$ cat src/rtl/dr_pkg.sv
package dr_pkg;
  typedef enum logic {
    TX_IDLE = 1'b0,
    TX_SENT = 1'b1
  } tx_state_e;
endpackage

$ cat src/rtl/dr_agree_tree.sv
// Reduces per-bit flags into "all high" and "all low" through a balanced
// tree of two-input agreement nodes; padded leaves are neutral.
module dr_agree_tree #(
  parameter int N = 8
) (
  input  logic [N-1:0] flag,
  output logic         all_hi,
  output logic         all_lo
);
  localparam int LVL = (N <= 1) ? 1 : $clog2(N);
  localparam int NP  = 1 << LVL;

  logic [2*NP-1:1] hi;
  logic [2*NP-1:1] lo;

  for (genvar i = 0; i < NP; i++) begin : g_leaf
    if (i < N) begin : g_real
      assign hi[NP+i] = flag[i];
      assign lo[NP+i] = ~flag[i];
    end else begin : g_pad
      assign hi[NP+i] = 1'b1;
      assign lo[NP+i] = 1'b1;
    end
  end

  for (genvar k = 1; k < NP; k++) begin : g_node
    assign hi[k] = hi[2*k] & hi[2*k+1];
    assign lo[k] = lo[2*k] & lo[2*k+1];
  end

  assign all_hi = hi[1];
  assign all_lo = lo[1];
endmodule

$ cat src/rtl/dr_c_gate.sv
// Root state element: set when all inputs agree high, clear when all agree
// low, otherwise hold.
module dr_c_gate (
  input  logic clk,
  input  logic rst_n,
  input  logic set,
  input  logic clr,
  output logic q
);
  logic q_d;
  logic q_r;

  always_comb begin
    q_d = q_r;
    if (set)      q_d = 1'b1;
    else if (clr) q_d = 1'b0;
  end

  always_ff @(posedge clk or negedge rst_n) begin
    if (!rst_n) q_r <= 1'b0;
    else        q_r <= q_d;
  end

  assign q = q_r;
endmodule

$ cat src/rtl/dr_tx.sv
module dr_tx
  import dr_pkg::*;
#(
  parameter int WIDTH = 8
) (
  input  logic             clk,
  input  logic             rst_n,
  input  logic [WIDTH-1:0] word,
  input  logic             valid,
  output logic             ready,
  input  logic             ack,
  output logic [WIDTH-1:0] rail_t,
  output logic [WIDTH-1:0] rail_f
);
  tx_state_e        state_q, state_d;
  logic [WIDTH-1:0] t_q, t_d, f_q, f_d;
  logic             take, drop, en;

  assign ready = (state_q == TX_IDLE) && !ack;
  assign take  = ready && valid;
  assign drop  = (state_q == TX_SENT) && ack;
  assign en    = take || drop;

  always_comb begin
    state_d = state_q;
    t_d     = t_q;
    f_d     = f_q;
    if (take) begin
      state_d = TX_SENT;
      t_d     = word;
      f_d     = ~word;
    end else if (drop) begin
      state_d = TX_IDLE;
      t_d     = '0;
      f_d     = '0;
    end
  end

  always_ff @(posedge clk or negedge rst_n) begin
    if (!rst_n) begin
      state_q <= TX_IDLE;
      t_q     <= '0;
      f_q     <= '0;
    end else if (en) begin
      state_q <= state_d;
      t_q     <= t_d;
      f_q     <= f_d;
    end
  end

  assign rail_t = t_q;
  assign rail_f = f_q;

  // codeword held while waiting for the acknowledge
  assert_hold_code_R4: assert property (@(posedge clk) disable iff (!rst_n)
    (state_q == TX_SENT && !ack) |=> ($stable(rail_t) && $stable(rail_f)));

  // return to spacer once acknowledged
  assert_rtz_R4: assert property (@(posedge clk) disable iff (!rst_n)
    (state_q == TX_SENT && ack) |=> (rail_t == '0 && rail_f == '0));

  // accepted word appears as complementary rails
  assert_encode_R2: assert property (@(posedge clk) disable iff (!rst_n)
    (valid && ready) |=> (rail_t == $past(word) && rail_f == ~$past(word)));
endmodule

$ cat src/rtl/dr_rx.sv
module dr_rx #(
  parameter int WIDTH = 8
) (
  input  logic             clk,
  input  logic             rst_n,
  input  logic [WIDTH-1:0] rail_t,
  input  logic [WIDTH-1:0] rail_f,
  output logic             ack,
  output logic [WIDTH-1:0] word,
  output logic             strobe,
  output logic             err
);
  logic [WIDTH-1:0] bit_ok;
  logic [WIDTH-1:0] bit_bad;
  logic             all_ok, none_ok, any_bad, all_spacer, rise;
  logic [WIDTH-1:0] word_q, word_d;
  logic             stb_q, stb_d, err_q, err_d;

  assign bit_ok  = rail_t ^ rail_f;
  assign bit_bad = rail_t & rail_f;
  assign any_bad = |bit_bad;

  dr_agree_tree #(.N(WIDTH)) u_tree (
    .flag   (bit_ok),
    .all_hi (all_ok),
    .all_lo (none_ok)
  );

  assign all_spacer = none_ok && !any_bad;

  dr_c_gate u_root (
    .clk   (clk),
    .rst_n (rst_n),
    .set   (all_ok),
    .clr   (all_spacer),
    .q     (ack)
  );

  assign rise = all_ok && !ack;

  always_comb begin
    word_d = rise ? rail_t : word_q;
    stb_d  = rise;
    err_d  = any_bad;
  end

  always_ff @(posedge clk or negedge rst_n) begin
    if (!rst_n) begin
      word_q <= '0;
      stb_q  <= 1'b0;
      err_q  <= 1'b0;
    end else begin
      if (rise) word_q <= word_d;
      stb_q <= stb_d;
      err_q <= err_d;
    end
  end

  assign word   = word_q;
  assign strobe = stb_q;
  assign err    = err_q;

  // complete codeword raises the acknowledge
  assert_ack_rise_R5: assert property (@(posedge clk) disable iff (!rst_n)
    (all_ok && !ack) |=> ack);

  // full spacer drops the acknowledge
  assert_ack_fall_R6: assert property (@(posedge clk) disable iff (!rst_n)
    (all_spacer && ack) |=> !ack);

  // illegal pair blocks the acknowledge and raises the error
  assert_bad_pair_R8: assert property (@(posedge clk) disable iff (!rst_n)
    (any_bad && !ack) |=> (!ack && err));

  // strobe only on the acknowledge rise
  assert_strobe_R7: assert property (@(posedge clk) disable iff (!rst_n)
    strobe |-> (ack && !$past(ack)));

  // mixed pairs leave the acknowledge alone
  assert_mixed_hold_R9: assert property (@(posedge clk) disable iff (!rst_n)
    (!all_ok && !all_spacer) |=> (ack == $past(ack)));
endmodule

$ cat src/rtl/dr_link.sv
module dr_link #(
  parameter int WIDTH = 8
) (
  input  logic             clk,
  input  logic             rst_n,
  input  logic [WIDTH-1:0] tx_word,
  input  logic             tx_valid,
  output logic             tx_ready,
  output logic [WIDTH-1:0] tx_true,
  output logic [WIDTH-1:0] tx_false,
  input  logic             tx_ack,
  input  logic [WIDTH-1:0] rx_true,
  input  logic [WIDTH-1:0] rx_false,
  output logic             rx_ack,
  output logic [WIDTH-1:0] rx_word,
  output logic             rx_strobe,
  output logic             rx_err
);
  logic [1:0] rst_sync_q;
  logic       rst_int_n;

  always_ff @(posedge clk or negedge rst_n) begin
    if (!rst_n) rst_sync_q <= 2'b00;
    else        rst_sync_q <= {rst_sync_q[0], 1'b1};
  end

  assign rst_int_n = rst_sync_q[1];

  dr_tx #(.WIDTH(WIDTH)) u_tx (
    .clk    (clk),
    .rst_n  (rst_int_n),
    .word   (tx_word),
    .valid  (tx_valid),
    .ready  (tx_ready),
    .ack    (tx_ack),
    .rail_t (tx_true),
    .rail_f (tx_false)
  );

  dr_rx #(.WIDTH(WIDTH)) u_rx (
    .clk    (clk),
    .rst_n  (rst_int_n),
    .rail_t (rx_true),
    .rail_f (rx_false),
    .ack    (rx_ack),
    .word   (rx_word),
    .strobe (rx_strobe),
    .err    (rx_err)
  );
endmodule

$ cat config.mk
export PLATFORM = sky130hd
export DESIGN_NAME = dr_link
export DESIGN_NICKNAME = d
export VERILOG_FILES = /design/src/rtl/dr_pkg.sv /design/src/rtl/dr_agree_tree.sv /design/src/rtl/dr_c_gate.sv /design/src/rtl/dr_tx.sv /design/src/rtl/dr_rx.sv /design/src/rtl/dr_link.sv
export SDC_FILE = /design/constraint.sdc
export NUM_CORES = 1
export LEC_CHECK = 0
export BUFFER_PORTS_ARGS = -buffer_cell sky130_fd_sc_hd__buf_2
export CAP_MARGIN = 20
export CORE_MARGIN = 2
export CORE_UTILIZATION = 48
export DETAILED_ROUTE_END_ITERATION = 16
export PLACE_DENSITY = 0.78
export SYNTH_ARGS = -nofsm -noshare
export SYNTH_HDL_FRONTEND = slang
export SYNTH_HIERARCHICAL = 1
export SYNTH_SLANG_ARGS = --single-unit
$ cat constraint.sdc
create_clock -name clk -period 1.6 [get_ports clk]
set_clock_uncertainty 0.2 [all_clocks]
set_input_delay 0.24 -clock clk [delete_from_list [all_inputs] [get_ports clk]]
set_output_delay 0.24 -clock clk [all_outputs]
set_load 0.01 [all_outputs]
### Yosys cells after proc, flatten, opt, wreduce, memory -nomap -nowiden

Index checks and enable logic that the tools add are counted.

* bits in registers: 30
* input bits: 28
* word-level logic and storage cells: 54

* mux-type cells: 7
* bitwise logic cells: 26
* reductions and logical operators: 13

Operators by type and width (number)
* 2-to-1 mux 8 bit: 3
* AND 1 bit: 14
* NOT 1 bit: 9
* AND 8 bit: 1
* NOT 8 bit: 1
* OR reduction 8 bit: 1
* bitwise XOR 8 bit: 1
* logical AND 1 bit: 5
* 2-to-1 mux 1 bit: 4
* nonzero test 2 bit: 2
* logical NOT 1 bit: 3
* AND reduction 2 bit: 1
* logical OR 1 bit: 1

### Logic depth before layout (Yosys ltp)

* depth after elaboration: 8
* mapped depth: 6
* gate-level depth less buffers: 6

### Cells and area by module

The synthesis kept the hierarchy.

Modules (own cells, without submodules)
* dr_tx: times used 1, cells each 69, area each 819.5 um^2, sequential area each 425.4 um^2
* dr_rx: times used 1, cells each 32, area each 526.8 um^2, sequential area each 250.2 um^2
* dr_link: times used 1, cells each 3, area each 53.8 um^2, sequential area each 50.0 um^2
* dr_c_gate: times used 1, cells each 3, area each 36.3 um^2, sequential area each 25.0 um^2
* dr_agree_tree: times used 1, cells each 6, area each 35.0 um^2, sequential area each 0.0 um^2

### Worst setup path before layout

No wires, ideal clock.

* path type: input to register
* start: input port rx_true[7]
* end: register u_rx.u_root.q_r (netlist: u_rx/u_root/q)
* arrival time: 1417 ps
* data required time: 1282 ps
* setup slack: -135 ps
* cell stages on the path: 6
* cell sequence: ha_1 or4_1 nor2_1 and3_1 inv_1 a21o_1

* word-level cells in the longest chain between the ends: 7

Ends and longest elaborated chain
* start: declaration: RTL line dr_link.sv:12 `input logic [WIDTH-1:0] rx_true,`
* bitwise XOR 8 bit: RTL line dr_rx.sv:19 `assign bit_ok = rail_t ^ rail_f;`
* NOT 1 bit: RTL line dr_agree_tree.sv:19 `assign lo[NP+i] = ~flag[i];`
* AND 1 bit (3 in a row): RTL line dr_agree_tree.sv:28 `assign lo[k] = lo[2*k] & lo[2*k+1];`
* net u_rx.none_ok: RTL line dr_rx.sv:15 `logic all_ok, none_ok, any_bad, all_spacer, rise;`
* logical AND 1 bit: RTL line dr_rx.sv:29 `assign all_spacer = none_ok && !any_bad;`
* net u_rx.all_spacer: RTL line dr_rx.sv:15
* nonzero test 2 bit (no line)
* end signal: assignment: RTL line dr_c_gate.sv:21 `else q_r <= q_d;`
* end: declaration: RTL line dr_c_gate.sv:11 `logic q_r;`

The timed path passes the listed nets, and every way through them passes these cells.
A chain may end at the register's enable or synchronous reset.

### Worst setup path after layout

* start: register u_tx.state_q
* end: register u_tx.f_q[7] (netlist: u_tx/rail_f[7])

* word-level cells in the longest chain between the ends: 5

Ends and longest elaborated chain
* start: declaration: RTL line dr_tx.sv:15 `tx_state_e state_q, state_d;`
* start signal: assignment: RTL line dr_tx.sv:45 `state_q <= state_d;`
* NOT 1 bit: RTL line dr_tx.sv:19 `assign ready = (state_q == TX_IDLE) && !ack;`
* logical AND 1 bit: RTL line dr_tx.sv:19
* logical AND 1 bit: RTL line dr_tx.sv:20 `assign take = ready && valid;`
* nonzero test 2 bit (no line) / logical OR 1 bit (equally long branches)
* AND reduction 2 bit (no line)
* end signal: assignment: RTL line dr_tx.sv:43 `f_q <= '0;`
* end signal: assignment: RTL line dr_tx.sv:47 `f_q <= f_d;`
* end: declaration: RTL line dr_tx.sv:16 `logic [WIDTH-1:0] t_q, t_d, f_q, f_d;`

Parallel ways exist; a longest one is shown, timed or not.

==> flow_summary.json <==
{
  "drc": 0,
  "status": "completed",
  "hold_start": "rx_true[4]",
  "slowest_delay_ps": 390,
  "cts_tree": "yes",
  "rows": 20,
  "critical_path.endpoint_type": "register",
  "arrival_ps": 1570,
  "gp_congestion": 0.7573,
  "drv_slew": 0,
  "syn-cell-area_um2": 1471,
  "setup_ws_ps": 40.59,
  "synthTopCellsByArea": "dfrtp_1 51%, a32o_1 11%, a21o_1 8.7%",
  "grt_overflow": 0,
  "syn_to_final_growth_pct": 38.52,
  "r2r-end": "u_tx/rail_f[7]$_DFFE_PN0P_",
  "p_leak_nw": 1.142,
  "fin_total_pwr_mw": 1.837,
  "setup_viol": 0,
  "r2r_slack_ps": 40,
  "hold_end": "u_rx/word[4]$_DFFE_PN0P_",
  "port_buffers": 55,
  "min_period_over_period": 0.9746,
  "finalWirelength_mm": 3.233,
  "cts_sinks": 30,
  "netlist.area_leader.share": 0.5102,
  "num-fill-cells": 227,
  "synth_common_cells": "30 x dfrtp_1, 17 x a21o_1, 16 x a32o_1",
  "design.core.area_um2": 2978,
  "cp-start-kind": "register",
  "clk_path_buf_depth": 2,
  "drtPass1Iterations": 4,
  "dominantRegCellSynth": "dfrtp_1",
  "final_core_util": 0.6845,
  "yosysTopAreaCell": "dfrtp_1",
  "syn_inst": 113,
  "htreeDepth": 2,
  "cp_slowest_cell": "dfrtp_1",
  "critical_path.top_delay_family": "buffers and inverters",
  "viasPerCell": 5.470,
  "nets": 221,
  "synth_edf_count": 0,
  "relSlewSlack": 0.5617,
  "drv_cap": 0,
  "start_util": 0.4941,
  "grt_max_degree": 29,
  "drt_iter0_markers": 79,
  "cts-root-buf": "clkbuf_4",
  "synthDistinctLibCells": 22,
  "ant_nets": 0,
  "min_path_type": "input port to register",
  "path_cells": "buf_6, nor2_4, buf_4, buf_4, a32o_1, a21o_1",
  "worstPathRequired_ps": 1610,
  "r2r_cells": 6,
  "hold_violations": 0,
  "async_flop_share": 1.000,
  "timing_worst_setup_path_type": "register to register",
  "ys_seq_area_frac": 0.5102,
  "die-height_um": 59.37,
  "vdd_ir_drop_max_v": 0.0004465,
  "path_buf_inv": 3,
  "cp_max_fo": 8,
  "fmax_mhz": 641.3,
  "period_minus_slack_ps": 1559,
  "p_per_area_nw_per_um2": 901.2,
  "dp.final_hpwl_mm": 2.314,
  "avgSynthCellArea_um2": 13.02,
  "drive_gt1_frac": 0.4946,
  "design.die.area_um2": 3524,
  "pre_cts_ws_ps": -260.6,
  "ys_ff_latch": 30,
  "io_pins": 56,
  "rsz0062_at_grt": "true",
  "yosysMostFrequentCell": "dfrtp_1",
  "synth_nets": 149,
  "die_w_um": 59.37,
  "grt_pass1_wl_mm": 5.354,
  "antenna_found_initial": 0,
  "vias": 1198,
  "crit_top_cell": "buf_4",
  "grt_pass1_vias": 1254,
  "track_usage": 0.2048,
  "wl_per_cell_um": 14.76,
  "antenna_cells": 0,
  "numCtsBuffers": 5,
  "clkLatencyLatePin_ps": 320,
  "worstHoldPathCells": 2,
  "ys_warn_count": 6,
  "setup_tns_ps": 0,
  "holdWs_ps": 22.39,
  "clkTransAtPathRegs_ps": 100,
  "worstMarginPinSlew_ps": 654.5,
  "rr_startpoint": "u_tx/state_q$_DFFE_PN0P_"
}
[state kept, by name (all words and copies together), names as in the netlist]
| register | count |
|---|---|
| rst_sync_q | 2 |
| u_rx/err | 1 |
| u_rx/strobe | 1 |
| u_rx/u_root/q | 1 |
| u_rx/word | 8 |
| u_tx/rail_f | 8 |
| u_tx/rail_t | 8 |
| u_tx/state_q | 1 |
[where the power goes]
part           switching (mW)  internal, mW  total, mW
logic                   0.213         0.244      0.458
registers              0.0655         0.851      0.916
clock network           0.250         0.213      0.463
[metrics by stage]
stage               area, µm²  cells
floorplan                1559    113
global placement         1892    204
detailed placement       1892    204
CTS                      2034    219
global route             2038    219
finish                   2038    219
[metal layers]
layer,global-route usage,part of all wire
met1,0.2293,0.40
met5,0,0
met4,0.06818,0.0065
met2,0.3736,0.52
met3,0.05240,0.077
[repair_timing]
action	4_1_cts	5_1_grt
setup endpoints to repair	17	5
gates resized for setup	3	1
hold buffers	6	0
setup buffers	1	0
gates cloned	0	0
pin swaps	1	0
hold endpoints to repair	7	0
[layout by cell type, fill, tap and decap left out, types with 2 or more instances in the layout]
cell and instances:
a21o_1 17, a32o_1 16, buf_2 55, buf_4 9, clkbuf_4 5, dfrtp_1 30
dlygate4sd3_1 6, ha_4 7, inv_1 10, mux2_4 8, nand4_1 2, nor2_1 4
nor4_1 2, or4_1 2
[layout make-up]
cell class / instances / area [µm²] / area share
Inverter: 10 / 37.54 / 0.01842
Tap cell: 33 / 41.29 / 0.02026
Clock inverter: 1 / 5.005 / 0.002455
Clock buffer: 7 / 55.05 / 0.02701
Timing Repair Buffer: 72 / 434.2 / 0.2130
Sequential cell: 30 / 750.7 / 0.3683
Multi-Input combinational cell: 66 / 714.4 / 0.3505
[logic make-up after synthesis]
kind of cell | synth area share
DFF | 0.5102
buffers and inverters | 0.07398
other | 0.002549
AOI/OAI and AO/OA | 0.2015
adders and majority gates | 0.06803
and+or+nand+nor | 0.06207
muxes | 0.08164
[worst max path at each step]
stage | start | endpoint | slack [ps] | cells past startpoint
3_5_place_dp | rx_true[4] | u_rx/u_root/q$_DFFE_PN0P_ | -260 | 7
2_1_floorplan | rx_true[4] | u_rx/u_root/q$_DFFE_PN0P_ | -70 | 6
5_1_grt | u_tx/state_q$_DFFE_PN0P_ | u_tx/rail_t[5]$_DFFE_PN0P_ | -3 | 6
4_1_cts | u_tx/state_q$_DFFE_PN0P_ | tx_ready | 30 | 3
6_report | u_tx/state_q$_DFFE_PN0P_ | u_tx/rail_f[7]$_DFFE_PN0P_ | 40 | 6
3_3_place_gp | rx_true[4] | u_rx/u_root/q$_DFFE_PN0P_ | -230 | 7
Power figures use the tool's default switching activity.
